**src/rtl/dcache_wt.sv**
```systemverilog
module dcache_wt #(
  parameter int AW       = 10,
  parameter int DW       = 32,
  parameter int LINES    = 4,
  parameter int WPL      = 4,
  parameter int MISS_CYC = 3
) (
  input  logic              clk,
  input  logic              rst_n,
  input  logic [AW-1:0]     addr,
  input  logic [DW-1:0]     wdata,
  input  logic              rd_en,
  input  logic              wr_en,
  input  logic              imiss,
  output logic [DW-1:0]     rdata,
  output logic              hold_all,
  output logic              hold_front,
  output logic [AW-$clog2(WPL)-1:0] mem_line_addr,
  input  logic [WPL*DW-1:0] mem_line,
  output logic              mem_we,
  output logic [AW-1:0]     mem_waddr,
  output logic [DW-1:0]     mem_wdata
);
  localparam int WB = $clog2(WPL);
  localparam int IB = $clog2(LINES);
  localparam int TB = AW - WB - IB;
  localparam int CW = $clog2(MISS_CYC + 1);

  logic [DW-1:0] data_q [LINES][WPL];
  logic [TB-1:0] tag_q  [LINES];
  logic [LINES-1:0] vld_q;
  logic [CW-1:0] cnt_q;

  logic [WB-1:0] wsel;
  logic [IB-1:0] idx;
  logic [TB-1:0] tg;
  logic hit, is_load, busy, start, fill;

  assign wsel    = addr[WB-1:0];
  assign idx     = addr[WB+IB-1:WB];
  assign tg      = addr[AW-1:WB+IB];
  assign hit     = vld_q[idx] && (tag_q[idx] == tg);
  assign is_load = rd_en && !wr_en;
  assign busy    = (cnt_q != '0);
  assign start   = is_load && !hit && !busy;
  assign fill    = busy && (cnt_q == CW'(1));

  assign hold_all      = start || busy;
  assign hold_front    = hold_all || imiss;
  assign rdata         = (is_load && hit && !busy) ? data_q[idx][wsel] : '0;
  assign mem_line_addr = addr[AW-1:WB];
  assign mem_we        = wr_en && !busy;
  assign mem_waddr     = addr;
  assign mem_wdata     = wdata;

  always_ff @(posedge clk) begin
    if (!rst_n) begin
      cnt_q <= '0;
      vld_q <= '0;
    end else begin
      if (start)     cnt_q <= CW'(MISS_CYC - 1);
      else if (busy) cnt_q <= cnt_q - CW'(1);
      if (fill) vld_q[idx] <= 1'b1;
    end
  end

  always_ff @(posedge clk) begin
    if (fill) begin
      tag_q[idx] <= tg;
      for (int w = 0; w < WPL; w++) data_q[idx][w] <= mem_line[w*DW +: DW];
    end else if (mem_we && hit) begin
      data_q[idx][wsel] <= wdata;
    end
  end

  a_r3_miss_len: assert property (@(posedge clk) disable iff (!rst_n)
    (hold_all && $past(hold_all) && $past(hold_all, 2)) |=> !hold_all);
  a_r3_miss_holds: assert property (@(posedge clk) disable iff (!rst_n)
    (start && !$past(hold_all)) |=> hold_all);
  a_r4_fill_hits: assert property (@(posedge clk) disable iff (!rst_n)
    fill |=> hit);
  a_r6_store_no_stall: assert property (@(posedge clk) disable iff (!rst_n)
    (wr_en && !busy) |-> !hold_all);
  a_r7_store_hit_update: assert property (@(posedge clk) disable iff (!rst_n)
    (mem_we && hit) |=> data_q[$past(idx)][$past(wsel)] == $past(wdata));
  a_r8_no_allocate: assert property (@(posedge clk) disable iff (!rst_n)
    (mem_we && !hit) |=> $stable(vld_q));
  a_r9_idle: assert property (@(posedge clk) disable iff (!rst_n)
    (!rd_en && !wr_en && !busy) |-> (!hold_all && !mem_we));
endmodule

```
**config.mk**
```make
export PLATFORM = sky130hd
export DESIGN_NAME = dcache_wt
export DESIGN_NICKNAME = d
export VERILOG_FILES = /design/src/rtl/dcache_wt.sv
export SDC_FILE = /design/constraint.sdc
export NUM_CORES = 1
export LEC_CHECK = 0
export BUFFER_PORTS_ARGS = -buffer_cell sky130_fd_sc_hd__buf_4
export CAP_MARGIN = 20
export CELL_PAD_IN_SITES_DETAIL_PLACEMENT = 2
export CELL_PAD_IN_SITES_GLOBAL_PLACEMENT = 2
export CORE_AREA = 5 5 232 234
export CTS_CLUSTER_DIAMETER = 100
export CTS_CLUSTER_SIZE = 30
export DETAILED_ROUTE_END_ITERATION = 12
export DIE_AREA = 0 0 237 239
export PLACE_DENSITY_LB_ADDON = 0.1
export SYNTH_ARGS = -nofsm -noshare
export SYNTH_HDL_FRONTEND = slang
export SYNTH_SLANG_ARGS = --single-unit
export TNS_END_PERCENT = 100
```
**constraint.sdc**
```tcl
create_clock -name clk -period 4.7 [get_ports clk]
set_input_delay 0 -clock clk [delete_from_list [all_inputs] [get_ports clk]]
set_output_delay 0 -clock clk [all_outputs]
set_load 0.02 [all_outputs]
```
==> results of run 1 <==
[per-stage QoR]
step	util	std cells	hold WS (ps)	setup WS (ps)
finish	0.545	2166	188	296
global route	0.545	2166	180	199
CTS	0.545	2165	150	319
detailed placement	0.494	1925	248	505
global placement	0.494	1925	240	638
floorplan	-	1044	98.9	637
[how the worst min path moves through the flow]
stage	start	to	slack [ps]	depth (start not counted)
after CTS	addr[1]	data_q[3][0]	150	3
after global placement	addr[5]	tag_q[0][1]	240	1
after floorplan	addr[4]	tag_q[0][0]	100	0
after global routing	addr[1]	data_q[0][0]	180	3
after detailed placement	wdata[7]	mem_wdata[7]	250	2
final	addr[1]	data_q[0][0]	190	3
[synth_stat cells]
| cell type | number |
|---|---|
| and3_1 | 32 |
| nand4_4 | 1 |
| nor3_1 | 1 |
| nand4b_2 | 1 |
| edfxtp_1 | 536 |
| nand2_1 | 4 |
| nand2b_1 | 4 |
| buf_6 | 6 |
| buf_1 | 7 |
| or2_2 | 2 |
| and2_1 | 1 |
| mux2i_1 | 7 |
| o21a_1 | 4 |
| a2111oi_4 | 1 |
| buf_2 | 15 |
| mux2_1 | 6 |
| mux4_2 | 163 |
| nand3_1 | 2 |
| nand3_4 | 1 |
| xnor2_1 | 4 |
| xor2_1 | 5 |
| or3_1 | 1 |
| nand4b_4 | 1 |
| a21oi_1 | 16 |
| a32oi_1 | 1 |
| clkbuf_1 | 31 |
| nor2_1 | 8 |
| buf_4 | 52 |
| dfxtp_1 | 6 |
| mux2_4 | 52 |
| mux2_2 | 71 |
| o21ai_0 | 2 |
[what timing repair did]
item / in CTS / in global routing
hold buffers: 200 / 0
buffers inserted: 0 / 0
hold endpoints to repair: 542 / 0
[area by class of cell]
class | count | area, um^2
Fill cell | 4358 | 23600
Timing Repair Buffer | 505 | 4310
Clock inverter | 1 | 30.0
Clock buffer | 39 | 636
Sequential cell | 542 | 16200
Multi-Input combinational cell | 391 | 6210
Tap cell | 688 | 861
[critical path, stage by stage, from the launching register on]
cell           delay [ps]
edfxtp_1              430
mux4_2                480
xnor2_1               160
nand2_1               110
a2111oi_4             820
nand4b_4              680
buf_4                 470
mux2_4                340
dlygate4sd3_1         640
[power breakdown]
group | switching [mW] | total, mW | internal [mW]
Sequential | 0.00928 | 5.34 | 5.33
Clock | 1.47 | 2.42 | 0.950
Combinational | 0.420 | 0.875 | 0.455
Total | 1.90 | 8.64 | 6.74
[per-layer routing]
layer,wire length (um),vias up,GRT usage,part of all wire
li1,-,5134,-,-
met1,29100,6941,0.337,0.39
met2,38800,526,0.463,0.53
met3,4230,87,0.0390,0.057
met4,1560,2,0.0547,0.021
met5,13,-,0,0.00018
[registers in the layout (all words and copies together) (netlist names)]
signal,count
cnt_q,2
data_q,512
tag_q,24
vld_q,4
[cell families after synthesis]
kind of cell    after synthesis  share of synthesized area
compound gates               24                    0.00683
xor+xnor                      9                    0.00344
buf+inv                     111                     0.0295
flops                       542                      0.708
mux                         299                      0.235
simple gates                 59                     0.0169
==> impl_metrics.csv, run 1 <==
group,metric,value,unit
setup_path,worstPathRequired,5010,ps
setup_path,cp-end-kind,"register",
synthesis,ys_types,32,
timing,rsz0062_at_grt,"no",
timing,clock.fmax,227,MHz
timing,relSlewSlack,0.260,
floorplanning,die_w,237,um
setup_path,crit_path_max_fanout,15,
global_route,grt-ovfl-total,0,
job,maxCapViolations,0,
power_and_ir_drop,power_leakage,9.79,nW
global_route,grt_max_degree,60,
power_and_ir_drop,peakVddDrop,0.271,mV
setup_path,crit_end,"data_q[2][71]",
place,place.gp.congestion,0.734,
timing,post-route-min-period,4400,ps
setup_path,r2r_setup_slack,300,ps
hold_path,min_path_type,"primary input to register",
timing,finClkSkew,46.1,ps
synthesis,ys_ff_latch,542,
power_and_ir_drop,finalPower,8.64,mW
power_and_ir_drop,power.density,306,nW/um^2
floorplanning,die_area,56600,um^2
outcome,status,"complete, no violations",
clock_network,clock-sinks,542,
drt,ant_nets,0,
drt,viasPerCell,5.86,
floorplanning,ios,260,
clock_network,cts_buffers,22,
synthesis,synth.top_cell.area_share,0.703,
clock_network,insertion_delay,580,ps
timing,finalMaxSlewViolations,0,
timing,finalSetupViolCount,0,
drt,firstDrtPassIters,5,
place,hpwl,44800,um
drt,wl_per_cell,34.0,um
clock_network,clk_pin_slew,120,ps
synthesis,synth.net_count,1219,
synthesis,synth.cell_area,22900,um^2
global_route,track_usage,0.258,
setup_path,reg2reg_from,"tag_q[1][4]",
clock_network,cts_root_buf,"clkbuf_16",
floorplanning,core-area,51800,um^2
drt,route.detailed.drc,0,
setup_path,crit_type,"register to register",
drt,drtIter0Drc,1307,
place,placed_cell_area,25600,um^2
synthesis,netlist_instances,1044,
setup_path,start_kind,"register",
final_layout,drive_gt1_frac,0.433,
synthesis,ys_top_cells_by_area,"edfxtp_1, mux4_2, mux2_2, mux2_4, buf_4",
drt,routed_wl,73700,um
synthesis,synth_area_leader_cell,"edfxtp_1",
final_layout,antennaDiodeCount,0,
place,place.port_buffers,259,
final_layout,syn_to_final_growth,23.4,%
setup_path,r2r_end,"data_q[2][71]",
global_route,grt_pass1_wl,105000,um
final_layout,layout_commonest_cell,"edfxtp_1",
clock_network,cts_buffer_depth,3,
synthesis,yosysSeqAreaShare,0.708,
global_route,antenna_found_initial,4,
synthesis,ys_warn_count,0,
timing,final_hold_viol_count,0,
global_route,grt_pass1_vias,14400,
clock_network,tritoncts,"built",
floorplanning,die_y,239,um
synthesis,synth_area_per_cell,21.9,um^2
clock_network,htree_num_levels,1,
setup_path,crit_path_start,"tag_q[1][4]",
final_layout,final_nets,1637,
final_layout,layout_common_cells,"edfxtp_1, buf_4, dlygate4sd3_1",
timing,tightest_slew,1110,ps
drt,via_count,12700,
floorplanning,start_util,0.442,
floorplanning,rows,84,
timing,period_share,0.937,
timing,fin_tns_setup,0,ps
setup_path,reg2regPathDepth,8,
final_layout,post-route-cell-area,28300,um^2
setup_path,crit_arrival,4710,ps
clock_network,cts_resized,0,
Note: power is estimated with default switching activity, not from simulation.
==> run 2, diff against run 1 <==
- clock period: 4.7 -> 4.5 ns (I/O delays scaled with it)
==> run 2 against run 1 <==
Effect of this change: wire length grew 0.61%; combinational power grew 3.0%; sequential share of layout area shrank 0.094 points; die area is the same; critical path depth grew 1; core utilization grew 0.089 points; register-to-register slack gained 250 ps; global-route usage grew 0.14 points; clock skew shrank 1.0 ps; via count shrank 0.50%; power grew 4.6%; first-iteration DRC count is essentially flat; largest cell class unchanged; highest routed layer is now met4.
==> impl_metrics.csv, run 2 (synthesis gave the netlist of run 1 again) <==
group,metric,value,unit
outcome,status,"complete, no violations",
timing,post-route-min-period,3950,ps
timing,rsz0062_at_grt,"no",
timing,relSlewSlack,0.285,
drt,route.detailed.drc,0,
clock_network,tritoncts,"built",
setup_path,path_delay_family,"buffers and inverters",
drt,wl_per_cell,34.2,um
timing,tightest_slew,1070,ps
place,place.gp.congestion,0.717,
power_and_ir_drop,p_comb_frac,0.100,
timing,final_hold_viol_count,0,
global_route,antenna_found_initial,1,
setup_path,worstPathRequired,4780,ps
power_and_ir_drop,power_leakage,9.81,nW
setup_path,crit_path_max_fanout,16,
floorplanning,die_y,239,um
place,hpwl,45200,um
setup_path,crit_top_cell,"buf_4",
clock_network,cts_resized,0,
floorplanning,die_area,56600,um^2
clock_network,cts_root_buf,"clkbuf_16",
setup_path,crit_type,"register to register",
clock_network,insertion_delay,580,ps
global_route,grt-ovfl-total,0,
place,placed_cell_area,25600,um^2
drt,via_count,12600,
drt,firstDrtPassIters,7,
power_and_ir_drop,swShare,0.221,
clock_network,clk_pin_slew,110,ps
timing,finalSetupViolCount,0,
final_layout,syn_to_final_growth,23.6,%
global_route,track_usage,0.259,
final_layout,largest_registers,"data_q (512), tag_q (24), vld_q (4)",
clock_network,cts_buffer_depth,3,
setup_path,slowest_stage,"dlygate4sd3_1",
hold_path,min_path_type,"primary input to register",
final_layout,final_nets,1641,
floorplanning,die_w,237,um
timing,finalMaxSlewViolations,0,
power_and_ir_drop,finalPower,9.03,mW
timing,clock.fmax,253,MHz
global_route,grt_max_degree,65,
power_and_ir_drop,power.density,319,nW/um^2
final_layout,drive_gt1_frac,0.435,
drt,viasPerCell,5.82,
timing,period_share,0.878,
floorplanning,start_util,0.442,
power_and_ir_drop,peakVddDrop,0.222,mV
final_layout,post-route-cell-area,28300,um^2
final_layout,fillers,4370,
job,maxCapViolations,0,
setup_path,cp-end-kind,"register",
timing,fin_tns_setup,0,ps
power_and_ir_drop,power_switching,1.99,mW
final_layout,final_util,0.546,
clock_network,clock-sinks,542,
drt,routed_wl,74100,um
timing,finClkSkew,45.1,ps
global_route,grt_pass1_wl,106000,um
drt,ant_nets,0,
final_layout,layout_common_cells,"edfxtp_1, buf_4, dlygate4sd3_1",
power_and_ir_drop,intPower,7.04,mW
power_and_ir_drop,seq_power_share,0.618,
setup_path,start_kind,"register",
place,place.port_buffers,259,
power_and_ir_drop,pwr-share-clk,0.282,
floorplanning,core-area,51800,um^2
setup_path,path_buf_inv,3,
clock_network,cts_buffers,22,
final_layout,antennaDiodeCount,0,
floorplanning,rows,84,
final_layout,layout_commonest_cell,"edfxtp_1",
drt,drtIter0Drc,1308,
setup_path,cp_cell_sequence,"mux4_2 -> xnor2_1 -> nand2_1 -> a2111oi_4 -> buf_4 -> nand4b_4 -> buf_4 -> mux2_4 -> dlygate4sd3_1",
final_layout,largest_register_ffs,512,
global_route,grt_pass1_vias,14300,
final_layout,regMostFlops,"data_q",
clock_network,htree_num_levels,1,
setup_path,crit_arrival,4230,ps
floorplanning,ios,260,
setup_path,slowest_delay,610,ps
[run 2: what timing repair did]
item | CTS | global route
endpoints found under the hold margin | 542 | 0
hold buffers | 201 | 0
buffers inserted | 0 | 0
[run 2: routing by layer]
layer	global-route usage	vias up	wire length (um)
met5	0	-	0
met2	0.473	522	39900
met4	0.0394	0	983
met1	0.340	6904	28600
li1	-	5145	-
met3	0.0378	56	4650
[run 2: final cells by class]
| cell class | instances | area (um^2) | share of cell area |
|---|---|---|---|
| flip-flops and latches | 542 | 16200 | 0.573 |
| multi-input cells | 391 | 6210 | 0.219 |
| repair buffers | 509 | 4350 | 0.154 |
| well taps | 688 | 861 | 0.0304 |
| clock buffers | 38 | 632 | 0.0223 |
| clock inverters | 2 | 35.0 | 0.00124 |
[run 2: final timing paths]
kind / depth (start not counted) / to / slack (ps) / startpoint
min: 2 / tag_q[2][1] / 220 / addr[5]
max reg2reg: 9 / data_q[0][74] / 550 / tag_q[2][5]
min reg2reg: 1 / vld_q[2] / 490 / vld_q[2]
max: 9 / data_q[0][74] / 550 / tag_q[2][5]
[run 2: metrics by stage]
stage               hold WS, ps  setup slack [ps]  cells
global route                199               421   2170
detailed placement          239               715   1929
global placement            237               855   1928
CTS                         197               576   2170
finish                      221               549   2170
floorplan                  98.9               437   1044
[run 2: power groups by stage]
| stage | Sequential [mW] | Clock [mW] | Combinational, mW |
|---|---|---|---|
| 6_report | 5.58 | 2.55 | 0.901 |
| 4_1_cts | 5.58 | 2.59 | 0.891 |
| 3_3_place_gp | 5.69 | 0 | 0.720 |
| 3_5_place_dp | 5.70 | 0 | 0.748 |
| 5_1_grt | 5.58 | 2.82 | 0.948 |
| 2_1_floorplan | 5.69 | 0 | 0.428 |
[run 2: worst register-to-register path, delay by kind of cell, from the launching register on]
family	cells	cell delay, ps
buffers and inverters	3	1330
multiplexers	2	840
AO/OA/AOI/OAI	1	470
AND/OR/NAND/NOR	2	410
flip-flops	1	400
XOR/XNOR	1	200
